### src/rtl/stdp_pkg.sv
package stdp_pkg;

    typedef enum logic [1:0] {
        ST_IDLE,
        ST_AGE,
        ST_ROW,
        ST_COL
    } stdp_state_e;

    typedef enum logic [1:0] {
        OP_NONE,
        OP_AGE,
        OP_ROW,
        OP_COL
    } stdp_op_e;

endpackage

### src/rtl/stdp_spike_queue.sv
module stdp_spike_queue #(
    parameter int N  = 4,
    localparam int IW = $clog2(N)
) (
    input  logic          clk,
    input  logic          rst_n,
    input  logic          set_vld,
    input  logic [IW-1:0] set_idx,
    input  logic          take,
    output logic          has_spike,
    output logic [IW-1:0] pick_idx
);

    logic [N-1:0] fired_q;
    logic [N-1:0] set_m;
    logic [N-1:0] clr_m;

    always_comb begin
        pick_idx = '0;
        for (int i = N - 1; i >= 0; i--) begin
            if (fired_q[i]) pick_idx = IW'(i);
        end
    end

    assign has_spike = |fired_q;

    generate
        for (genvar g = 0; g < N; g++) begin : g_bit
            assign set_m[g] = set_vld && (int'(set_idx) == g);
            assign clr_m[g] = take && (int'(pick_idx) == g);
        end
    endgenerate

    always_ff @(posedge clk or negedge rst_n) begin
        if (!rst_n) fired_q <= '0;
        else        fired_q <= (fired_q & ~clr_m) | set_m;
    end

endmodule

### src/rtl/stdp_pair_unit.sv
module stdp_pair_unit
    import stdp_pkg::*;
#(
    parameter int WB = 8,
    parameter int TB = 8
) (
    input  stdp_op_e              op,
    input  logic                  diag,
    input  logic                  mask,
    input  logic [WB-2:0]         dw_pos,
    input  logic [WB-2:0]         dw_neg,
    input  logic [TB-1:0]         t_pre,
    input  logic [TB-1:0]         t_post,
    input  logic signed [WB-1:0]  w,
    input  logic [TB-1:0]         pre,
    input  logic [TB-1:0]         post,
    input  logic                  pend,
    output logic signed [WB-1:0]  w_n,
    output logic [TB-1:0]         pre_n,
    output logic [TB-1:0]         post_n,
    output logic                  pend_n
);

    localparam logic [TB-1:0] OFF   = '1;
    localparam int            W_MAX = (2 ** (WB - 1)) - 1;
    localparam int            W_MIN = -(2 ** (WB - 1));

    function automatic logic signed [WB-1:0] clamp(input int v);
        if (v > W_MAX)      return WB'(W_MAX);
        else if (v < W_MIN) return WB'(W_MIN);
        else                return WB'(v);
    endfunction

    int pre_inc;
    int post_inc;

    always_comb begin
        w_n      = w;
        pre_n    = pre;
        post_n   = post;
        pend_n   = pend;
        pre_inc  = int'(pre) + 1;
        post_inc = int'(post) + 1;
        unique case (op)
            OP_AGE: begin
                if (pre != OFF) begin
                    if (pre_inc >= int'(t_pre)) begin
                        pre_n  = OFF;
                        pend_n = 1'b0;
                    end else begin
                        pre_n = TB'(pre_inc);
                    end
                end
                if (post != OFF) begin
                    if (post_inc >= int'(t_post)) post_n = OFF;
                    else                          post_n = TB'(post_inc);
                end
            end
            OP_ROW: begin
                if (!diag) begin
                    if (post != OFF && post != '0) begin
                        post_n = OFF;
                        if (mask) w_n = clamp(int'(w) - int'(dw_neg));
                    end
                    pre_n  = '0;
                    pend_n = 1'b1;
                end
            end
            OP_COL: begin
                if (!diag) begin
                    if (pend && pre != OFF && pre != '0) begin
                        pre_n  = OFF;
                        pend_n = 1'b0;
                        if (mask) w_n = clamp(int'(w) + int'(dw_pos));
                    end
                    post_n = '0;
                end
            end
            default: ;
        endcase
    end

endmodule

### src/rtl/stdp_syn_store.sv
module stdp_syn_store #(
    parameter int              N          = 4,
    parameter int              WB         = 8,
    parameter int              TB         = 8,
    parameter int              INIT_W     = 0,
    parameter logic [N*N-1:0]  PLAST_MASK = '1,
    localparam int             NN         = N * N,
    localparam int             AW         = $clog2(NN)
) (
    input  logic                 clk,
    input  logic                 rst_n,
    input  logic [AW-1:0]        addr,
    input  logic                 we,
    input  logic signed [WB-1:0] w_wr,
    input  logic [TB-1:0]        pre_wr,
    input  logic [TB-1:0]        post_wr,
    input  logic                 pend_wr,
    output logic signed [WB-1:0] w_rd,
    output logic [TB-1:0]        pre_rd,
    output logic [TB-1:0]        post_rd,
    output logic                 pend_rd,
    output logic                 mask_rd,
    input  logic [AW-1:0]        ext_addr,
    output logic signed [WB-1:0] ext_w
);

    logic signed [WB-1:0] w_mem    [NN];
    logic [TB-1:0]        pre_mem  [NN];
    logic [TB-1:0]        post_mem [NN];
    logic [NN-1:0]        pend_mem;

    always_ff @(posedge clk or negedge rst_n) begin
        if (!rst_n) begin
            for (int i = 0; i < NN; i++) begin
                w_mem[i]    <= WB'(INIT_W);
                pre_mem[i]  <= '1;
                post_mem[i] <= '1;
            end
            pend_mem <= '0;
        end else if (we) begin
            w_mem[addr]    <= w_wr;
            pre_mem[addr]  <= pre_wr;
            post_mem[addr] <= post_wr;
            pend_mem[addr] <= pend_wr;
        end
    end

    assign w_rd    = w_mem[addr];
    assign pre_rd  = pre_mem[addr];
    assign post_rd = post_mem[addr];
    assign pend_rd = pend_mem[addr];
    assign mask_rd = PLAST_MASK[addr];
    assign ext_w   = w_mem[ext_addr];

endmodule

### src/rtl/stdp_updater.sv
module stdp_updater
    import stdp_pkg::*;
#(
    parameter int              N          = 4,
    parameter int              WB         = 8,
    parameter int              TB         = 8,
    parameter int              INIT_W     = 0,
    parameter logic [N*N-1:0]  PLAST_MASK = '1,
    localparam int             NN         = N * N,
    localparam int             AW         = $clog2(NN),
    localparam int             IW         = $clog2(N)
) (
    input  logic                 clk,
    input  logic                 rst_n,
    input  logic                 step,
    input  logic                 spk_valid,
    input  logic [IW-1:0]        spk_idx,
    input  logic [WB-2:0]        dw_pos,
    input  logic [WB-2:0]        dw_neg,
    input  logic [TB-1:0]        t_pre,
    input  logic [TB-1:0]        t_post,
    input  logic [AW-1:0]        wt_raddr,
    output logic signed [WB-1:0] wt_rdata,
    output logic                 done
);

    localparam logic [AW-1:0] LAST_AGE  = AW'(NN - 1);
    localparam logic [AW-1:0] LAST_LINE = AW'(N - 1);

    stdp_state_e state, state_n;
    logic [AW-1:0] cnt, cnt_n;
    logic [IW-1:0] cur, cur_n;

    logic          has_spike;
    logic [IW-1:0] pick_idx;
    logic          take;

    stdp_op_e      op;
    logic          we;
    logic          diag;
    logic [AW-1:0] addr;

    logic signed [WB-1:0] w_rd, w_wr;
    logic [TB-1:0]        pre_rd, pre_wr, post_rd, post_wr;
    logic                 pend_rd, pend_wr, mask_bit;

    // next-state logic
    always_comb begin
        state_n = state;
        cnt_n   = cnt;
        cur_n   = cur;
        unique case (state)
            ST_IDLE: begin
                if (step) begin
                    state_n = ST_AGE;
                    cnt_n   = '0;
                end else if (has_spike) begin
                    state_n = ST_ROW;
                    cnt_n   = '0;
                    cur_n   = pick_idx;
                end
            end
            ST_AGE: begin
                if (cnt == LAST_AGE) state_n = ST_IDLE;
                else                 cnt_n   = cnt + 1'b1;
            end
            ST_ROW: begin
                if (cnt == LAST_LINE) begin
                    state_n = ST_COL;
                    cnt_n   = '0;
                end else begin
                    cnt_n = cnt + 1'b1;
                end
            end
            ST_COL: begin
                if (cnt == LAST_LINE) state_n = ST_IDLE;
                else                  cnt_n   = cnt + 1'b1;
            end
            default: state_n = ST_IDLE;
        endcase
    end

    // state register
    always_ff @(posedge clk or negedge rst_n) begin
        if (!rst_n) begin
            state <= ST_IDLE;
            cnt   <= '0;
            cur   <= '0;
        end else begin
            state <= state_n;
            cnt   <= cnt_n;
            cur   <= cur_n;
        end
    end

    // outputs and memory control
    always_comb begin
        op   = OP_NONE;
        we   = 1'b0;
        diag = 1'b0;
        addr = '0;
        take = 1'b0;
        done = 1'b0;
        unique case (state)
            ST_IDLE: begin
                done = !has_spike;
                take = !step && has_spike;
            end
            ST_AGE: begin
                op   = OP_AGE;
                we   = 1'b1;
                addr = cnt;
            end
            ST_ROW: begin
                op   = OP_ROW;
                we   = 1'b1;
                addr = AW'(int'(cur) * N + int'(cnt));
                diag = int'(cnt) == int'(cur);
            end
            ST_COL: begin
                op   = OP_COL;
                we   = 1'b1;
                addr = AW'(int'(cnt) * N + int'(cur));
                diag = int'(cnt) == int'(cur);
            end
            default: ;
        endcase
    end

    stdp_spike_queue #(.N(N)) u_queue (
        .clk       (clk),
        .rst_n     (rst_n),
        .set_vld   (spk_valid),
        .set_idx   (spk_idx),
        .take      (take),
        .has_spike (has_spike),
        .pick_idx  (pick_idx)
    );

    stdp_pair_unit #(.WB(WB), .TB(TB)) u_pair (
        .op     (op),
        .diag   (diag),
        .mask   (mask_bit),
        .dw_pos (dw_pos),
        .dw_neg (dw_neg),
        .t_pre  (t_pre),
        .t_post (t_post),
        .w      (w_rd),
        .pre    (pre_rd),
        .post   (post_rd),
        .pend   (pend_rd),
        .w_n    (w_wr),
        .pre_n  (pre_wr),
        .post_n (post_wr),
        .pend_n (pend_wr)
    );

    stdp_syn_store #(
        .N(N), .WB(WB), .TB(TB), .INIT_W(INIT_W), .PLAST_MASK(PLAST_MASK)
    ) u_store (
        .clk      (clk),
        .rst_n    (rst_n),
        .addr     (addr),
        .we       (we),
        .w_wr     (w_wr),
        .pre_wr   (pre_wr),
        .post_wr  (post_wr),
        .pend_wr  (pend_wr),
        .w_rd     (w_rd),
        .pre_rd   (pre_rd),
        .post_rd  (post_rd),
        .pend_rd  (pend_rd),
        .mask_rd  (mask_bit),
        .ext_addr (wt_raddr),
        .ext_w    (wt_rdata)
    );

endmodule

### config.mk
export PLATFORM = sky130hd
export DESIGN_NAME = stdp_updater
export DESIGN_NICKNAME = d
export VERILOG_FILES = /design/src/rtl/stdp_pkg.sv /design/src/rtl/stdp_spike_queue.sv /design/src/rtl/stdp_pair_unit.sv /design/src/rtl/stdp_syn_store.sv /design/src/rtl/stdp_updater.sv
export SDC_FILE = /design/constraint.sdc
export NUM_CORES = 1
export LEC_CHECK = 0
export ABC_CLOCK_PERIOD_IN_PS = 6100
export BUFFER_PORTS_ARGS = -buffer_cell sky130_fd_sc_hd__buf_2
export CAP_MARGIN = 20
export CORE_MARGIN = 2
export CORE_UTILIZATION = 60
export CTS_CLUSTER_DIAMETER = 100
export DETAILED_ROUTE_END_ITERATION = 10
export PLACE_DENSITY = 0.77
export SYNTH_ARGS = -nofsm -noshare
export SYNTH_HDL_FRONTEND = slang
export SYNTH_SLANG_ARGS = --single-unit
### constraint.sdc
create_clock -name clk -period 6.1 [get_ports clk]
set_input_delay 1.22 -clock clk [delete_from_list [all_inputs] [get_ports clk]]
set_output_delay 1.22 -clock clk [all_outputs]
set_load 0.1 [all_outputs]
After elaboration in Yosys (flattened, before gate mapping)
Memory sizes are Yosys's and may differ from the RTL's.
Cells that the tools add are included.
{"block": "totals", "mem_bits_rw": 0, "in_bits": 40, "wordCells": 202, "latch_bits": 0, "ff_bits": 412, "romBits": 16, "mem_count": 1}
{"memory": "(name not given)", "depth": 16, "word_bits": 1, "rd": 1, "rd_clocked_by_memory_dff": 0, "wr": 0, "line_no": "stdp_syn_store.sv:52", "source": "assign mask_rd = PLAST_MASK[addr];"}
{"block": "classes", "n_shift": 0, "multipliers": 0, "bitwise": 6, "muxes": 74, "addsub": 7, "n_div": 0, "reduce_logical": 27, "n_lt_le_gt_ge": 11, "eq_ne": 23}
{"op": "$bwmux W128", "n": 3}
{"op": "$mux W8", "n": 29}
{"op": "$bmux W8 S4", "n": 4}
{"op": "$ge A32 B9 Y1", "n": 2}
{"op": "$gt A32 B8 Y1 const B", "n": 2}
{"op": "$lt A32 B8 Y1 const B", "n": 2}
{"op": "$pmux W8 S3", "n": 2}
{"op": "$demux W8 S4", "n": 1}
{"op": "$mux W4", "n": 5}
{"op": "$add A8 B1 Y9 const B", "n": 2}
{"op": "$mux W2", "n": 9}
{"op": "$bwmux W16", "n": 1}
{"op": "$eq A2 B2 Y1 const B", "n": 8}
{"op": "$ne A8 B8 Y1 const B", "n": 2}
{"op": "$pmux W4 S4", "n": 1}
{"op": "$pmux W8 S2", "n": 1}
{"op": "$reduce_bool A8 Y1", "n": 2}
{"op": "$logic_and A1 B1 Y1", "n": 14}
{"op": "$mux W1", "n": 12}
{"op": "$pmux W4 S3", "n": 1}
{"op": "$ge A5 B5 Y1 const B", "n": 2}
{"op": "$ne A2 B2 Y1 const B", "n": 5}
{"op": "$not A4 Y5", "n": 2}
{"op": "$add A8 B8 Y9", "n": 1}
{"op": "other kinds (28)", "n": 35}

Depth between registers and ports, before layout
Gate-level depths: netlist of the first run.
{"block": "logic_depth", "word_depth": 15, "depth_mapped": 27, "ltp_nobuf": 20}

By module
Synthesis of the first run repeated with hierarchy kept, for this count alone.
{"block": "hier_totals", "cells_unflattened": 1624, "hier_area_um2": 22401.5}
{"mod": "stdp_syn_store", "cells_per_inst": 1176, "n_inst": 1, "area_per_inst_um2": 19183.4}
{"mod": "stdp_pair_unit", "cells_per_inst": 345, "n_inst": 1, "area_per_inst_um2": 2322.2}
{"mod": "stdp_updater", "cells_per_inst": 81, "n_inst": 1, "area_per_inst_um2": 690.7}
{"mod": "stdp_spike_queue", "cells_per_inst": 22, "n_inst": 1, "area_per_inst_um2": 205.2}

Worst setup path before layout of the first run
OpenSTA, ideal clock, no wires.
{"block": "synth_timing", "path_type": "register to register", "startpoint": "register state[1]", "endpoint": "register u_store.pre_mem[40] (netlist name)", "n_path_buf": 7, "slack_ns": 0.744, "required_time_ns": 6.006, "setup_ns": 0.094, "t_arrival_ns": 5.262, "path_stages_with_launch": 25, "cell_sequence": "dfrtp_1 -> buf_6 -> xor2_4 -> a21oi_2 -> buf_6 -> buf_6 -> buf_6 -> buf_6 -> clkbuf_1 -> o21ai_0 -> a311o_1 -> o21ai_1 -> inv_1 -> ha_1 -> xor2_1 -> ha_1 -> a21o_1 -> a211oi_1 -> o21bai_1 -> a31oi_1 -> o21ai_0 -> a211o_1 -> a211oi_1 -> buf_2 -> a21oi_1"}
{"block": "synth_via", "elab_chain_len": 13, "elab_cells_between_ends": 36, "cone_classes": "1 x add/sub; 3 x order compare; 7 x eq/ne; 18 x mux; 1 x bitwise; 6 x reduce/logical"}
{"item": "from (decl)", "line_no": "stdp_updater.sv:30", "source": "stdp_state_e state, state_n;"}
{"item": "from (signal assigned)", "line_no": "stdp_updater.sv:90", "source": "state <= state_n;"}
{"item": "parallel branches: the longest is 13 deep, another holds $ge A32 B9 Y1"}
{"item": "to (signal, indexed assignment)", "line_no": "stdp_syn_store.sv:42", "source": "pre_mem[addr] <= pre_wr;"}
{"item": "to (decl)", "line_no": "stdp_syn_store.sv:28", "source": "logic [TB-1:0] pre_mem [NN];"}
Parallel ways; which one is timed is not known. The select of a mux whose other input is x is not followed.
A chain may end at the register's enable or synchronous reset.

Worst setup path after layout of the first run
{"block": "layout_timing", "startpoint": "register cnt[2]", "endpoint": "register u_store.w_mem[5] (netlist name)"}
{"block": "layout_via", "elab_chain_len": 15, "elab_cells_between_ends": 48, "cone_classes": "3 x add/sub; 6 x order compare; 3 x eq/ne; 28 x mux; 1 x bitwise; 6 x reduce/logical; 1 x memory"}
{"item": "from (decl)", "line_no": "stdp_updater.sv:31", "source": "logic [AW-1:0] cnt, cnt_n;"}
{"item": "from (signal assigned)", "line_no": "stdp_updater.sv:91", "source": "cnt <= cnt_n;"}
{"item": "$add A4 B4 Y4", "line_no": "stdp_updater.sv:117", "source": "addr = AW'(int'(cur) * N + int'(cnt));"}
{"item": "$pmux W4 S3", "line_no": "stdp_updater.sv:104", "source": "unique case (state)"}
{"item": "$not A4 Y5 (implied by the code)"}
{"item": "$bmux W8 S4", "line_no": "stdp_syn_store.sv:48", "source": "assign w_rd = w_mem[addr];"}
{"item": "$mux W8 (implied by the code) (2 in series)", "line_no": "stdp_syn_store.sv:48"}
{"item": "$add A8 B8 Y9 / $sub A8 B8 Y9 (equally long branches)", "line_no": "stdp_pair_unit.sv:74, stdp_pair_unit.sv:63"}
{"item": "$lt A32 B8 Y1", "line_no": "stdp_pair_unit.sv:30", "source": "else if (v < W_MIN) return WB'(W_MIN);"}
{"item": "$mux W8", "line_no": "stdp_pair_unit.sv:30"}
{"item": "$mux W8", "line_no": "stdp_pair_unit.sv:29", "source": "if (v > W_MAX) return WB'(W_MAX);"}
{"item": "$mux W8, on equally long branches", "line_no": "stdp_pair_unit.sv:74, stdp_pair_unit.sv:63"}
{"item": "$mux W8, on equally long branches", "line_no": "stdp_pair_unit.sv:71, stdp_pair_unit.sv:61"}
{"item": "$mux W8, on equally long branches", "line_no": "stdp_pair_unit.sv:70, stdp_pair_unit.sv:60"}
{"item": "$pmux W8 S2", "line_no": "stdp_pair_unit.sv:44", "source": "unique case (op)"}
{"item": "$bwmux W128 *", "line_no": "stdp_syn_store.sv:41", "source": "w_mem[addr] <= w_wr;"}
{"item": "to (signal, indexed assignment)", "line_no": "stdp_syn_store.sv:35", "source": "w_mem[i] <= WB'(INIT_W);"}
{"item": "to (signal, indexed assignment)", "line_no": "stdp_syn_store.sv:41"}
{"item": "to (decl)", "line_no": "stdp_syn_store.sv:27", "source": "logic signed [WB-1:0] w_mem [NN];"}
Every way passes the cells marked *; elsewhere a longest branch is shown, timed or not. The select of a mux whose other input is x is not followed.

==> results.yml, run 1 <==
layout:
  drive_above_1_share_pct: 24.9
  nets: 2702
  area_delta_synth_final_pct: 12.5
  diodes: 0
clocking:
  cts_sinks: 412
  cts_tree: "built"
  clock_latency_ps: 600
  clock-root-buffer: "clkbuf_16"
  cts_buffers: 45
  cts_max_path_buffers: 3
  htree_levels: 2
  clk_pin_slew_ps: 60
place:
  hpwl_mm: 54.1
  place_ws_ps: 318
  port-buffer-count: 48
  gp_congestion: 0.987
timing:
  post-route-period-util_pct: 94.7
  skew_ps: 33.2
  setup_viol: 0
  maxSlewHeadroom_pct: 24.2
  period_minus_slack_ps: 5770
  setup_ws_ps: 325
  finalSetupTns_ps: 0
  fin_hold_ws_ps: 479
  maxSlewViolCount: 0
  fmax_mhz: 173
  hold_viol: 0
  worst_pin_slew_ps: 1130
flow_run:
  drv_cap: 0
logic_synthesis:
  syn_inst: 2588
  synth_edf_count: 0
  synthSimpleGateAreaFrac_pct: 15.9
  netlist_area_sq_um: 23400
  synthArstFlopShare_pct: 100
  synthXorXnorAreaFrac_pct: 1.00
  synthMuxAreaShare_pct: 6.24
  synth_area_leaders: "dfstp_2 29%, dfrtp_1 17%, o21ai_0 6.7%, nand2_1 6.4%, nor2_1 4.5%"
  post_synth.cell_area_avg_sq_um: 9.05
  synth_fa_ha_area_share_pct: 2.20
  ys.flop_type: "dfstp_2"
  synth_compound_gate_area_share_pct: 24.1
  synth.net_count: 2668
  yosysSeqAreaShare_pct: 45.4
  synth.distinct_cells: 95
  ys_seq_elements: 412
  yosysTopAreaCell: "dfstp_2"
  synth_top_family_by_area: "compound AO/OA/AOI/OAI gates"
  synth.top_cell.area_share_pct: 28.7
  yosys_warnings: 0
worst_hold_path:
  hold_end: "u_store.post_mem[52]"
  min_path_type: "flop to flop"
  whs_path_depth: 2
  hp-start: "u_store.post_mem[52]"
setup_path:
  r2r-end: "u_store.w_mem[5]"
  crit_fanout: 16
  setup.worst_path.class: "flop to flop"
  start_kind: "flop"
  crit_required_ps: 6510
  ff2ff_path_depth: 19
  r2r-start: "cnt[2]"
  rrSetupSlack_ps: 330
  worstSetupEndpointType: "flop"
  worst-endpoint-arrival_ps: 6180
die:
  die_y_um: 202
  num_rows: 72
  die_w_um: 202
  io-pin-count: 49
  core-area_sq_um: 38600
  dieArea_sq_um: 40600
  initial_utilization_pct: 60.8
global_routing:
  antenna_found_initial: 2
  grt_pass1_wl_mm: 125
  grt_overflow: 0
  grt_pass1_vias: 21200
  grt_max_degree: 129
  grt_usage_pct: 40.0
route:
  drtIter0Drc: 2667
  final_antenna_net_count: 0
  drc: 0
  wl_per_cell_um: 25.4
  routed_via_density: 6.78
  wirelength_mm: 80.6
  drt-pass1-iter-count: 6
  vias: 21500
status:
  status: "finished, final reports clean"
[cell usage in the layout, fill, tap and decap left out, types with 17 or more instances in the layout]
cell type and n:
mux2i_1 29, mux2_2 24, nor2b_1 17, a31oi_1 113, nor2_1 270, o211ai_1 51, buf_2 47, dfstp_2 256
buf_4 142, nand2_1 402, mux4_2 40, a211o_1 20, ha_1 38, o21ai_0 313, clkbuf_16 46, dfrtp_1 155
nand3_1 63, a21oi_1 121, o221ai_1 26, o22ai_1 24, a211oi_1 33, o21a_1 17, inv_1 55
[cell type report]
cell class / count / area (sq um)
Fill cell: 3074 / 12200
Multi-Input combinational cell: 1901 / 11700
Sequential cell: 412 / 10600
Timing Repair Buffer: 207 / 1660
Clock buffer: 68 / 1310
Tap cell: 518 / 648
Inverter: 55 / 206
Clock inverter: 13 / 180
[cell families after synthesis]
group,after synthesis
simple gates,868
compound gates,877
fa+ha+maj,40
mux,93
flops,412
xor+xnor,23
buf+inv,275
[state kept, by name, summed over array words and instances, names as in the netlist]
name / flops
u_store.w_mem: 128
state: 2
u_queue.fired_q: 4
u_store.pre_mem: 128
cnt: 4
u_store.post_mem: 128
cur: 2
u_store.pend_mem: 16
[cells in the mapped netlist, drive strengths merged (17+ instances only)]
library cell	count
a21oi	134
a31oi	114
inv	55
a211o	20
o221ai	26
mux2	24
o211ai	51
dfrtp	156
mux2i	29
mux4	40
o21ai	319
o21a	17
clkbuf	149
nand3	63
nand2	403
dfstp	256
nor2	283
buf	71
nor3	18
a211oi	35
ha	38
o22ai	24
nor2b	17
[how the worst max path moves through the flow]
stage / to / start / slack (ps) / cells past startpoint
after CTS: u_store.w_mem[9] / cnt[2] / 260 / 19
after detailed placement: u_store.w_mem[9] / cnt[2] / 320 / 19
after floorplan: u_store.pre_mem[40] / state[1] / 740 / 24
final: u_store.w_mem[5] / cnt[2] / 330 / 19
after global placement: u_store.w_mem[73] / cnt[2] / 190 / 18
after global routing: u_store.w_mem[113] / cnt[2] / -30 / 22
[layer usage]
layer	vias to the layer above	global-route usage, %	part of all wire (%)
met5	-	0	0.034
met4	4	18.7	4.7
met3	296	12.6	13
met2	1404	57.7	43
met1	10400	55.2	40
li1	9410	-	-
[timing repair]
| item | CTS | global route |
|---|---|---|
| hold buffers | 0 | 0 |
| buffers inserted | 0 | 12 |
| gates resized for setup | 0 | 8 |
| setup endpoints to repair | 0 | 109 |
[stage by stage]
| step | instances | util [%] | area [sq um] |
|---|---|---|---|
| final | 3174 | 68.3 | 26400 |
| after global routing | 3174 | 68.3 | 26400 |
| after CTS | 3157 | 67.7 | 26100 |
| after detailed placement | 3076 | 63.8 | 24600 |
| after global placement | 3071 | 63.6 | 24500 |
| after floorplan | 2588 | - | 23400 |
[critical path: stages, from the launching register on]
cell      delay [ps]
dfrtp_1          520
ha_1             300
xnor2_2          310
mux2_2           410
o21ai_1          340
buf_4            220
a21oi_1           50
nor4_2           600
ha_1             380
nor2b_1          140
o21ai_0          180
a21boi_0         140
o21a_1           210
o21ai_0          310
nand4_1          140
a21oi_1          320
nor4_2           110
a22oi_1          460
buf_4            320
a31oi_1          110
Power of run 1 is not shown: default switching activity piles up to over one toggle a cycle in this logic, so the estimate is an artifact.
==> run 2, diff against run 1 <==
- ABC_AREA: unset -> 1
- CAP_MARGIN: 20 -> unset
- SLEW_MARGIN: unset -> 30
==> run 2 against run 1 <==
  * Sequential cell count stayed put
  * Synthesized cell count is 40% higher
  * Routed wire length up 5.6%
  * Hold slack got worse by 15 ps
  * Non-clock buffer count is 85 lower
  * Maximum frequency rose by 1.6%
  * Sequential share of layout area is 1.0 points lower
  * Critical path depth rose by 5
  * Register-to-register slack gained 90 ps
  * Setup slack better by 93 ps
==> results.yml, run 2 <==
setup_path:
  r2r-start: "state[0]"
  rrSetupSlack_ps: 420
  crit_fanout: 41
  worstSetupEndpoint: "u_store.w_mem[121]"
  setup.worst_path.class: "flop to flop"
  worstSetupEndpointType: "flop"
  worst-endpoint-arrival_ps: 6220
  r2r-end: "u_store.w_mem[121]"
  cp-startpoint: "state[0]"
  start_kind: "flop"
  crit_required_ps: 6630
  ff2ff_path_depth: 24
route:
  routed_via_density: 5.99
  drtIter0Drc: 3475
  vias: 24800
  dr_wl_met3_mm: 10.4
  drt-pass1-iter-count: 6
  final_antenna_net_count: 0
  drc: 0
  route.layer.met1.wl_mm: 32.6
  wirelength_mm: 85.1
  route.met2.wl_mm: 37.3
  highest_layer: "met4"
  wl_per_cell_um: 20.5
layout:
  area_delta_synth_final_pct: 8.71
  diodes: 0
  nFillCells: 3544
  nets: 3657
  drive_above_1_share_pct: 15.1
  final_common_cell: "nand2_1"
  final_cell_mix: "1741 x nand2_1, 376 x inv_1, 256 x dfstp_2, 172 x nand3_1, 156 x dfrtp_1"
  top_regs: "u_store.post_mem (128), u_store.pre_mem (128), u_store.w_mem (128)"
global_routing:
  grt_pass1_vias: 23600
  antenna_found_initial: 0
  grt_max_degree: 148
  grt_usage_pct: 38.9
  grt_pass1_wl_mm: 132
  grt_overflow: 0
logic_synthesis:
  synth.distinct_cells: 48
  synth_common_cells: "1743 x nand2_1, 377 x inv_1, 256 x dfstp_2"
  netlist_area_sq_um: 24900
  ys_seq_elements: 412
  yosys_warnings: 0
  synth.top_cell.area_share_pct: 27.0
  synth_area_leaders: "dfstp_2 27%, nand2_1 26%, dfrtp_1 16%, inv_1 5.7%, nand3_1 3.5%"
  synthArstFlopShare_pct: 100
  yosysTopAreaCell: "dfstp_2"
  synthMostInstantiatedCell: "nand2_1"
  ys.flop_type: "dfstp_2"
  yosysSeqAreaShare_pct: 42.7
  synth.net_count: 3693
  syn_inst: 3613
  synth_edf_count: 0
  post_synth.cell_area_avg_sq_um: 6.89
timing:
  rsz0062_at_grt: "no"
  worst_pin_slew_ps: 1000
  skew_ps: 25.5
  finalSetupTns_ps: 0
  period_minus_slack_ps: 5680
  fmax_mhz: 176
  post-route-period-util_pct: 93.1
  setup_viol: 0
  maxSlewViolCount: 0
  hold_viol: 0
  maxSlewHeadroom_pct: 33.3
clocking:
  cts_max_path_buffers: 3
  clock-root-buffer: "clkbuf_16"
  cts_tree: "built"
  cts_sinks: 412
  clock_latency_ps: 610
  cts_buffers: 45
  htree_levels: 2
  holdBufCountCts: 0
  clk_pin_slew_ps: 60
place:
  port-buffer-count: 48
  hpwl_mm: 51.6
  gp_congestion: 0.946
die:
  core-area_sq_um: 40900
  die_w_um: 208
  dieArea_sq_um: 43100
  num_rows: 74
  die_y_um: 208
  initial_utilization_pct: 60.8
  io-pin-count: 49
flow_run:
  drv_cap: 0
worst_hold_path:
  hp-start: "u_store.post_mem[67]"
  min_path_type: "flop to flop"
status:
  status: "finished, final reports clean"
## run 2: changes by cell type in the layout (fill, tap and decap cells not counted), moves of 33 or more
cell	before	now
a211oi_1	33	0
nand4_1	6	94
a31oi_1	113	3
o21ai_0	313	147
buf_4	142	72
a21oi_1	121	69
mux4_2	40	0
nand2_1	402	1741
inv_1	55	376
o21ai_1	3	66
nor2_1	270	56
nand3_1	63	172
## run 2: critical path: stages (launching register included)
cell and delay, ps:
dfrtp_1 490, buf_4 210, nand2_4 130, nand2_2 130
nand3_4 150, buf_4 310, nand2_2 380, buf_4 320
o22ai_1 100, o21ai_0 210, nand4_1 430, fa_1 590
o21ai_0 280, nand2_1 80, o21ai_0 360, a21oi_1 150
nand2_1 130, nand3_1 220, nand2_1 130, inv_1 50
nand3_1 80, nand3_1 120, nand3_2 320, nand2_1 110
nand2_1 110
## run 2: metal layers
layer,GRT usage [%],vias to the layer above
met4,21.0,0
met2,59.8,1691
met5,0,-
met1,51.9,11500
met3,8.23,362
li1,-,11200
## run 2: cells by family (layout without fill, tap and decap cells)
logic type / count (synthesis) / count (layout) / share of synthesized area, %
fa+ha+maj: 40 / 40 / 2.07
simple gates: 2149 / 2149 / 35.6
compound gates: 380 / 380 / 8.41
flops: 412 / 412 / 42.7
buf+inv: 594 / 595 / 9.71
xor+xnor: 13 / 13 / 0.458
mux: 25 / 25 / 1.01
## run 2: worst min-delay path by stage
stage                       endpoint  cells after the start
6_report        u_store.post_mem[67]                      2
5_1_grt          u_store.pre_mem[19]                      2
4_1_cts         u_store.post_mem[83]                      2
3_5_place_dp   u_store.post_mem[103]                      2
3_3_place_gp     u_store.pre_mem[39]                      2
2_1_floorplan  u_store.post_mem[103]                      2
## run 2: final cells by class
| class | instances | area (sq um) | share of cell area (%) |
|---|---|---|---|
| Sequential cell | 412 | 10600 | 39.3 |
| Inverter | 389 | 1460 | 5.40 |
| Clock inverter | 15 | 158 | 0.583 |
| Clock buffer | 69 | 1360 | 5.02 |
| Tap cell | 532 | 666 | 2.46 |
| Multi-Input combinational cell | 2607 | 11900 | 44.1 |
| Timing Repair Buffer | 122 | 853 | 3.16 |
## run 2: repair_timing
item | in CTS | in global routing
resized for setup | 0 | 3
buffers inserted | 0 | 6
endpoints found under the setup margin | 0 | 189
hold endpoints to repair | 0 | 0
## run 2: per-stage QoR
step                util [%]  cell area, sq um  hold slack (ps)  setup WS, ps  instances
floorplan                  -             24900              446           661       3613
global placement        62.2             25400              454           335       4055
detailed placement      62.2             25400              456           279       4055
CTS                     65.9             27000              467           270       4139
global route            66.1             27000              473          1.95       4146
finish                  66.1             27000              464           418       4146
Power of run 2 is left out for the same reason.
